File: src/rtl/mc_pkg.sv
// Package for the output macrocell bank.
// Holds the configuration encoding: the upper bit selects the combinatorial
// path and the lower bit selects active-high polarity.
package mc_pkg;

    typedef enum logic [1:0] {
        CFG_REG_LO = 2'b00,
        CFG_REG_HI = 2'b01,
        CFG_CMB_LO = 2'b10,
        CFG_CMB_HI = 2'b11
    } mc_cfg_e;

    // True when the configuration bypasses the flip-flop.
    function automatic logic cfg_is_comb(mc_cfg_e c);
        return (c == CFG_CMB_LO) || (c == CFG_CMB_HI);
    endfunction

endpackage

File: src/rtl/mc_state_reg.sv
// Macrocell state flip-flop.
// Clears asynchronously on ar. Otherwise, on a rising clock edge it clears on
// rst_n low, sets on sp, or loads d. The clear term outranks everything.
// Assumes that ar is free of glitches and comes from the shared array term.
module mc_state_reg (
    input  logic clk,
    input  logic rst_n,
    input  logic ar,
    input  logic sp,
    input  logic d,
    output logic q
);

    // State update: async clear, then sync reset, sync set, data load.
    always_ff @(posedge clk or posedge ar) begin
        if (ar) begin
            q <= 1'b0;
        end else if (!rst_n) begin
            q <= 1'b0;
        end else if (sp) begin
            q <= 1'b1;
        end else begin
            q <= d;
        end
    end

endmodule

File: src/rtl/mc_output_sel.sv
// Macrocell output and feedback selection.
// Picks the flip-flop state or the raw sum, applies the selected polarity and
// chooses the feedback source. Purely combinational.
// Assumes that cfg is held stable by configuration storage outside the block.
module mc_output_sel
    import mc_pkg::*;
(
    input  mc_cfg_e cfg,
    input  logic    q,
    input  logic    sop,
    input  logic    oe,
    input  logic    pin_in,
    output logic    pin_out,
    output logic    pin_oe,
    output logic    fb
);

    logic data_sel;

    // Data source and polarity according to the configuration.
    always_comb begin
        unique case (cfg)
            CFG_REG_LO: data_sel = ~q;
            CFG_REG_HI: data_sel = q;
            CFG_CMB_LO: data_sel = ~sop;
            CFG_CMB_HI: data_sel = sop;
            default:    data_sel = ~q;
        endcase
    end

    // Feedback: register state, or what is on the pad in combinatorial mode.
    always_comb begin
        if (!cfg_is_comb(cfg)) begin
            fb = q;
        end else if (oe) begin
            fb = data_sel;
        end else begin
            fb = pin_in;
        end
    end

    assign pin_out = data_sel;
    assign pin_oe  = oe;

endmodule

File: src/rtl/mc_cell.sv
// One output macrocell: a state flip-flop followed by output selection.
// Assumes that the shared clear and set terms are distributed by the parent.
module mc_cell
    import mc_pkg::*;
(
    input  logic    clk,
    input  logic    rst_n,
    input  logic    ar,
    input  logic    sp,
    input  mc_cfg_e cfg,
    input  logic    sop,
    input  logic    oe,
    input  logic    pin_in,
    output logic    pin_out,
    output logic    pin_oe,
    output logic    fb
);

    logic q;

    mc_state_reg u_reg (
        .clk   (clk),
        .rst_n (rst_n),
        .ar    (ar),
        .sp    (sp),
        .d     (sop),
        .q     (q)
    );

    mc_output_sel u_sel (
        .cfg     (cfg),
        .q       (q),
        .sop     (sop),
        .oe      (oe),
        .pin_in  (pin_in),
        .pin_out (pin_out),
        .pin_oe  (pin_oe),
        .fb      (fb)
    );

endmodule

File: src/rtl/mc_bank.sv
// Bank of N_CELLS output macrocells that share one clear term and one set term.
// Each cell has its own configuration, sum term, enable term and pad.
// Assumes that all inputs are synchronous to clk, except ar_term.
module mc_bank
    import mc_pkg::*;
#(
    parameter int N_CELLS = 4
) (
    input  logic               clk,
    input  logic               rst_n,
    input  logic               ar_term,
    input  logic               sp_term,
    input  logic [N_CELLS-1:0] sop,
    input  logic [N_CELLS-1:0] oe_term,
    input  logic [N_CELLS-1:0] pin_in,
    input  logic [N_CELLS-1:0] cfg_comb,
    input  logic [N_CELLS-1:0] cfg_pol_high,
    output logic [N_CELLS-1:0] pin_out,
    output logic [N_CELLS-1:0] pin_oe,
    output logic [N_CELLS-1:0] fb
);

    // One macrocell for each output, with its configuration bits packed.
    for (genvar i = 0; i < N_CELLS; i++) begin : g_cell
        mc_cfg_e cell_cfg;
        assign cell_cfg = mc_cfg_e'({cfg_comb[i], cfg_pol_high[i]});

        mc_cell u_cell (
            .clk     (clk),
            .rst_n   (rst_n),
            .ar      (ar_term),
            .sp      (sp_term),
            .cfg     (cell_cfg),
            .sop     (sop[i]),
            .oe      (oe_term[i]),
            .pin_in  (pin_in[i]),
            .pin_out (pin_out[i]),
            .pin_oe  (pin_oe[i]),
            .fb      (fb[i])
        );
    end

endmodule

File: config.mk
export PLATFORM = sky130hd
export DESIGN_NAME = mc_bank
export DESIGN_NICKNAME = d
export VERILOG_FILES = /design/src/rtl/mc_pkg.sv /design/src/rtl/mc_state_reg.sv /design/src/rtl/mc_output_sel.sv /design/src/rtl/mc_cell.sv /design/src/rtl/mc_bank.sv
export SDC_FILE = /design/constraint.sdc
export NUM_CORES = 1
export LEC_CHECK = 0
export ABC_CLOCK_PERIOD_IN_PS = 800
export BUFFER_PORTS_ARGS = -buffer_cell sky130_fd_sc_hd__buf_2
export CAP_MARGIN = 20
export CORE_AREA = 2 2 39 41
export CTS_BUF_LIST = sky130_fd_sc_hd__clkbuf_2 sky130_fd_sc_hd__clkbuf_4 sky130_fd_sc_hd__clkbuf_8
export CTS_CLUSTER_SIZE = 14
export DETAILED_ROUTE_END_ITERATION = 8
export DIE_AREA = 0 0 41 43
export PLACE_DENSITY = 0.68
export REMOVE_ABC_BUFFERS = 1
export SLEW_MARGIN = 15
export SYNTH_ARGS = -nofsm -noshare
export SYNTH_HDL_FRONTEND = slang
export SYNTH_HIERARCHICAL = 1
export SYNTH_SLANG_ARGS = --single-unit
File: constraint.sdc
create_clock -name clk -period 0.8 [get_ports clk]
set_input_delay 0.08 -clock clk [delete_from_list [all_inputs] [get_ports clk]]
set_output_delay 0.08 -clock clk [all_outputs]
set_load 0.02 [all_outputs]
## After elaboration in Yosys (flattened, before gate mapping)

Cells that the tools add are included.

| operators by class | value |
|---|---|
| multiplexer cells | 20 |
| equal/unequal tests | 12 |
| bitwise operators | 8 |
| reduce and logical (&&, ||, !) cells | 8 |

Operators with widths:

| kind | number |
|---|---|
| == test 2 bit, second input constant | 8 |
| two-way mux 1 bit | 16 |
| one-hot mux 1 bit (4 select lines) | 4 |
| == test 2 x 1 -> 1 bit, second input constant | 4 |
| zero test 2 bit | 4 |
| inverter 1 bit | 8 |
| logical OR 1 bit | 4 |

| storage, ports and cells | value |
|---|---|
| bits in registers | 4 |
| input bits | 24 |
| logic and storage cells | 52 |
| output and inout port bits | 12 |

## Depth between registers and ports, before layout

Gate-level depths: netlist of the first run.

| logic depth | value |
|---|---|
| word-level depth | 4 |
| gate-level depth with buffers | 2 |
| gate-level depth less buffers | 2 |

## Modules after synthesis

The synthesis of the first run kept the hierarchy.

By module, submodules not included:

| module | times used | seq. area each (µm²) | cells an instance | area each (µm²) |
|---|---|---|---|---|
| mc_output_sel | 4 | 0.0 | 8 | 60.1 |
| mc_state_reg | 4 | 25.0 | 3 | 36.3 |

## Least setup slack after synthesis of the first run

OpenSTA, ideal clock, no wires.

| path | value |
|---|---|
| path kind | register to output |
| from | reg g_cell[0].u_cell.u_reg.q |
| to | out pin_out[0] |
| setup slack | -0.157 ns |
| buffers on the path | 0 |
| arrival | 0.877 ns |
| cell stages (with the launch flop) | 3 |
| path through | dfrtp_1 -> mux2i_1 -> xor2_1 |

| on the way | value |
|---|---|
| cells in the longest elaborated chain, start to end | 2 |

Ends and longest elaborated chain:

| element | line | RTL |
|---|---|---|
| start: declaration | mc_state_reg.sv:11 | `output logic q` |
| start signal: assignment | mc_state_reg.sv:17 | `q <= 1'b0;` |
| start signal: assignment | mc_state_reg.sv:19 | `q <= 1'b0;` |
| start signal: assignment | mc_state_reg.sv:21 | `q <= 1'b1;` |
| inverter 1 bit | mc_output_sel.sv:23 | `CFG_REG_LO: data_sel = ~q;` |
| one-hot mux 1 bit (4 select lines) (*) | mc_output_sel.sv:22 | `unique case (cfg)` |
| end: declaration | mc_bank.sv:18 | `output logic [N_CELLS-1:0] pin_out,` |

Every way passes the cells marked *; elsewhere a longest branch is shown, timed or not.

## Worst setup path after layout of the first run

| path | value |
|---|---|
| from | reg g_cell[1].u_cell.u_reg.q |
| to | out pin_out[1] |

| on the way | value |
|---|---|
| cells in the longest elaborated chain, start to end | 2 |

Ends and longest elaborated chain:

| element | line |
|---|---|
| start: declaration | mc_state_reg.sv:11 |
| start signal: assignment | mc_state_reg.sv:17 |
| start signal: assignment | mc_state_reg.sv:19 |
| start signal: assignment | mc_state_reg.sv:21 |
| inverter 1 bit | mc_output_sel.sv:23 |
| one-hot mux 1 bit (4 select lines) (*) | mc_output_sel.sv:22 |

Marked as above.

==> impl_metrics.toml, run 1 <==
[outcome]
status = "complete, but fails checks"
violations = "setup timing"

[cells_and_area]
largest_reg_flops = 4
drive_gt1_share_pct = 49.4
largest_register = "g_cell.u_cell/u_reg/q"
final_common_cell = "buf_2"
antenna_cells = 0
num-nets-final = 107
fin_util_pct = 43.9
stdcell_area_um2 = 608
syn2layout_area_growth_pct = 57.8
top_regs = "g_cell.u_cell/u_reg/q (4)"
stdcell_count = 97
layout_common_cells = "buf_2 (31), xor2_1 (8), buf_4 (6)"
num-fill-cells = 153

[drt]
vias = 427
viasPerCell = 4.40
first_pass_iters = 2
drt_iter0_drc = 3
detail-route-antenna-nets = 0
drc = 0
wirelength_um = 845
routedWlPerCell_um = 8.71

[power]
ir_drop_v = 0.00105
p_leak_uw = 0.000335
power.density_nw_per_um2 = 1330

[floorplanning]
die_x_um = 41
die_y_um = 43
pin_count = 36
dieArea_um2 = 1760
rows = 14
start_util_pct = 27.8
coreArea_um2 = 1380

[placed_design]
gp_congestion = 0.612
post-dp-hpwl_um = 746
pre_cts_slack_ns = -0.168
numPortBuffers = 35
placedInstanceArea_um2 = 566
place_inst = 93

[sta]
fmax_mhz = 833
hold_slack_ns = 0.0924
finalSetupViolCount = 8
hold_violations = 0
worst_pin_slew_ns = 0.217
fin_crit_sh_pct = 150
final.setup.worst_slack_ns = -0.400
finalMaxSlewViolations = 0
finalCriticalPeriod_ns = 1.20
max_slew_margin_pct = 85.1
rsz0062_at_grt = "yes"

[yosys]
ys_seq_area_share_pct = 26.0
synth_area_per_cell_um2 = 8.76
synth-seq-cells = 4
yosysWarnings = 6
netlist_instances = 44
ys_types = 10
post_synth_instance_area_um2 = 385

[clock_network]
cts-root-buf = "clkbuf_4"
cts_max_path_buffers = 2
htreeDepth = 1
cts_tree = "built"
cts_buffers = 3
post_cts_buffers = 0
clk_pin_slew_worst_paths_ns = 0.04
cts_sinks = 4

[global_route]
grt_pass1_vias = 343
grt_overflow = 0
grtUsageTotal_pct = 10.9
grt_max_degree = 5
grt_pass1_wl_um = 1280
antenna_found_initial = 0

[critical_path]
start_kind = "flip-flop"
crit_fanout = 2
worstSetupPathType = "flip-flop to output port"
crit_arrival_ns = 1.12
worstPathRequired_ns = 0.72
critPathCaptureType = "output port"

[min_path]
hp-class = "input port to flip-flop"

[flow_run]
maxCapViolCount = 0
[layout make-up]
class / count / area (µm²) / share of cell area, %
tap: 16 / 20.0 / 3.29
multi-input combinational: 32 / 240 / 39.5
timing repair buffer: 38 / 210 / 34.6
inverter: 4 / 15.0 / 2.47
clock buffer: 3 / 22.5 / 3.70
sequential: 4 / 100 / 16.5
[cell usage after synthesis]
cell	n	share of area (%)
buf_4	4	7.8
dfrtp_1	4	26
inv_1	4	3.9
mux2i_1	4	10
nand2_1	4	3.9
nand2b_1	4	6.5
nand3b_1	4	7.8
o211ai_1	4	7.8
o21a_1	4	7.8
xor2_1	8	18
[worst paths after layout]
check,slack [ns],cells past startpoint,endpoint,start
max,-0.40,3,pin_out[1],g_cell[1].u_cell/u_reg/q
min in group asynchronous,0.26,3,g_cell[2].u_cell/u_reg/q,ar_term
max in group asynchronous,0.45,3,g_cell[1].u_cell/u_reg/q,ar_term
min,0.09,2,g_cell[2].u_cell/u_reg/q,sop[2]
[worst max-delay path: stages, from the launching register on]
cell	delay (ns)
dfrtp_1	0.37
mux2i_1	0.20
xor2_1	0.16
buf_4	0.16
[logic make-up after synthesis]
kind of cell | share of synthesized area (%)
buf+inv | 11.7
simple gates | 18.2
mux | 10.4
flops | 26.0
xor+xnor | 18.2
compound gates | 15.6
[through the flow]
step           total power (µW)  setup TNS [ns]
5_1_grt                     883           -2.88
3_5_place_dp                551          -0.589
6_report                    806           -2.26
2_1_floorplan               380          -0.628
4_1_cts                     825           -2.39
3_3_place_gp                544          -0.497
[metal layers]
layer / vias up / global-route usage, % / share of wire [%]
li1: 219 / - / -
met1: 193 / 12.1 / 39
met2: 15 / 16.6 / 53
met3: 0 / 7.85 / 7.5
met4: 0 / 2.00 / 0
met5: - / 0 / 0
[what timing repair did]
item / 4_1_cts / 5_1_grt
pin swaps: 4 / 2
setup endpoints to repair: 8 / 8
hold endpoints to repair: 4 / 0
resized for setup: 4 / 0
hold buffers: 1 / 0
[power by group]
part           leakage (µW)  switching [µW]  internal, µW
Sequential        0.0000492            6.46           216
Clock             0.0000138            74.5           167
Combinational      0.000272             179           162
Total              0.000335             260           546
Note: power is estimated with default switching activity, not from simulation.
==> inputs of run 2 (changes only) <==
ABC_CLOCK_PERIOD_IN_PS = 1180   (was 800)
PLACE_DENSITY = 0.66   (was 0.68)
clock period = 1.18 ns   (was 0.8 ns; I/O delays follow)
==> impl_metrics.toml, run 2 (same netlist as run 1, synthesis figures left out) <==
[cells_and_area]
largest_reg_flops = 4
final_common_cell = "buf_2"
largest_register = "g_cell.u_cell/u_reg/q"
num-nets-final = 105
antenna_cells = 0
drive_gt1_share_pct = 48.1
num-fill-cells = 150
syn2layout_area_growth_pct = 53.9
top_regs = "g_cell.u_cell/u_reg/q (4)"
layout_common_cells = "buf_2 (31), xor2_1 (8)"
fin_util_pct = 42.9

[drt]
detail-route-antenna-nets = 0
wirelength_um = 843
first_pass_iters = 4
drt_iter0_drc = 1
vias = 430
drc = 0
viasPerCell = 4.53
routedWlPerCell_um = 8.87

[clock_network]
cts_tree = "built"
htreeDepth = 1
cts-root-buf = "clkbuf_4"
cts_buffers = 3
clk_pin_slew_worst_paths_ns = 0.04
cts_max_path_buffers = 2
cts_sinks = 4
post_cts_buffers = 0

[critical_path]
path_buf_inv = 1
crit_arrival_ns = 1.11
critical_path.slowest_cell = "dfrtp_1"
worstPathRequired_ns = 1.06
critPathTopFamily = "flip-flops"
crit_fanout = 2
critPathMaxStageDelay_ns = 0.37
crit_chain = "mux2i_1, xor2_1, buf_4"
start_kind = "flip-flop"
worstSetupPathType = "flip-flop to output port"
critPathCaptureType = "output port"

[floorplanning]
rows = 14
pin_count = 36
coreArea_um2 = 1380
start_util_pct = 27.8
die_x_um = 41
die_y_um = 43
dieArea_um2 = 1760

[sta]
finalCriticalPeriod_ns = 1.23
final.setup.worst_slack_ns = -0.0527
fmax_mhz = 811
finalMaxSlewViolations = 0
finalSetupViolCount = 4
fin_crit_sh_pct = 104
hold_violations = 0
rsz0062_at_grt = "yes"
fin_tns_setup_ns = -0.0880
max_slew_margin_pct = 86.8
worst_pin_slew_ns = 0.193

[flow_run]
maxCapViolCount = 0

[power]
ir_drop_v = 0.000616
p_switching_uw = 177
p_leak_uw = 0.000325
power.share.switching_pct = 32.7
power.density_nw_per_um2 = 916
power_frac_clock_pct = 30.6
comb_power_share_pct = 41.6
seq_power_share_pct = 27.8
internal_power_uw = 366
power_uw = 543

[global_route]
grt_max_degree = 5
grt_pass1_vias = 354
grtUsageTotal_pct = 10.9
grt_pass1_wl_um = 1260
antenna_found_initial = 0
grt_overflow = 0

[outcome]
violations = "setup timing"
status = "complete, but fails checks"

[placed_design]
gp_congestion = 0.626
numPortBuffers = 35
post-dp-hpwl_um = 717

[min_path]
hp-class = "input port to flip-flop"
[run 2: cell types whose count changed in the layout (fill, tap and decap cells not counted)]
cell / before / now
buf_4: 6 / 4
[run 2: power groups by stage]
stage | Sequential, µW | Combinational [µW] | Clock [µW]
finish | 151 | 226 | 166
global route | 152 | 246 | 197
floorplan | 152 | 106 | 0
global placement | 153 | 211 | 0
detailed placement | 153 | 214 | 0
CTS | 151 | 228 | 178
[run 2: through the flow]
step                worst slack [ns]  hold WS (ns)  cells  cell area (µm²)
global route                  -0.127         0.124     95              593
floorplan                      0.185        -0.153     40              355
detailed placement             0.199      -0.00758     91              551
finish                       -0.0527         0.131     95              593
CTS                          -0.0472         0.122     95              593
global placement               0.217      -0.00863     91              551
[run 2: worst paths after layout]
check,from,endpoint,slack [ns],cells past startpoint
min in group asynchronous,ar_term,g_cell[2].u_cell/u_reg/q,0.29,3
min,sop[2],g_cell[2].u_cell/u_reg/q,0.13,2
max,g_cell[3].u_cell/u_reg/q,pin_out[3],-0.05,3
max in group asynchronous,ar_term,g_cell[3].u_cell/u_reg/q,0.79,3
[run 2: final cells by class]
cell class / count / area (µm²) / area share [%]
Timing Repair Buffer: 36 / 195 / 32.9
Inverter: 4 / 15.0 / 2.53
Clock buffer: 3 / 22.5 / 3.80
Tap cell: 16 / 20.0 / 3.38
Multi-Input combinational cell: 32 / 240 / 40.5
Sequential cell: 4 / 100 / 16.9
[run 2: repair_timing]
| action | in CTS | in global routing |
|---|---|---|
| pin swaps | 4 | 3 |
| hold buffers | 1 | 0 |
| hold endpoints to repair | 4 | 0 |
| endpoints found under the setup margin | 4 | 4 |
| resized for setup | 4 | 0 |
[run 2: routing by layer]
layer  track usage, %  wire, µm  vias up  part of all wire, %
met5                0         0        -                    0
met4             4.00         0        0                    0
met3             7.85        85        0                   10
met2             18.1       471       17                   56
met1             9.45       286      197                   34
li1                 -         -      216                    -
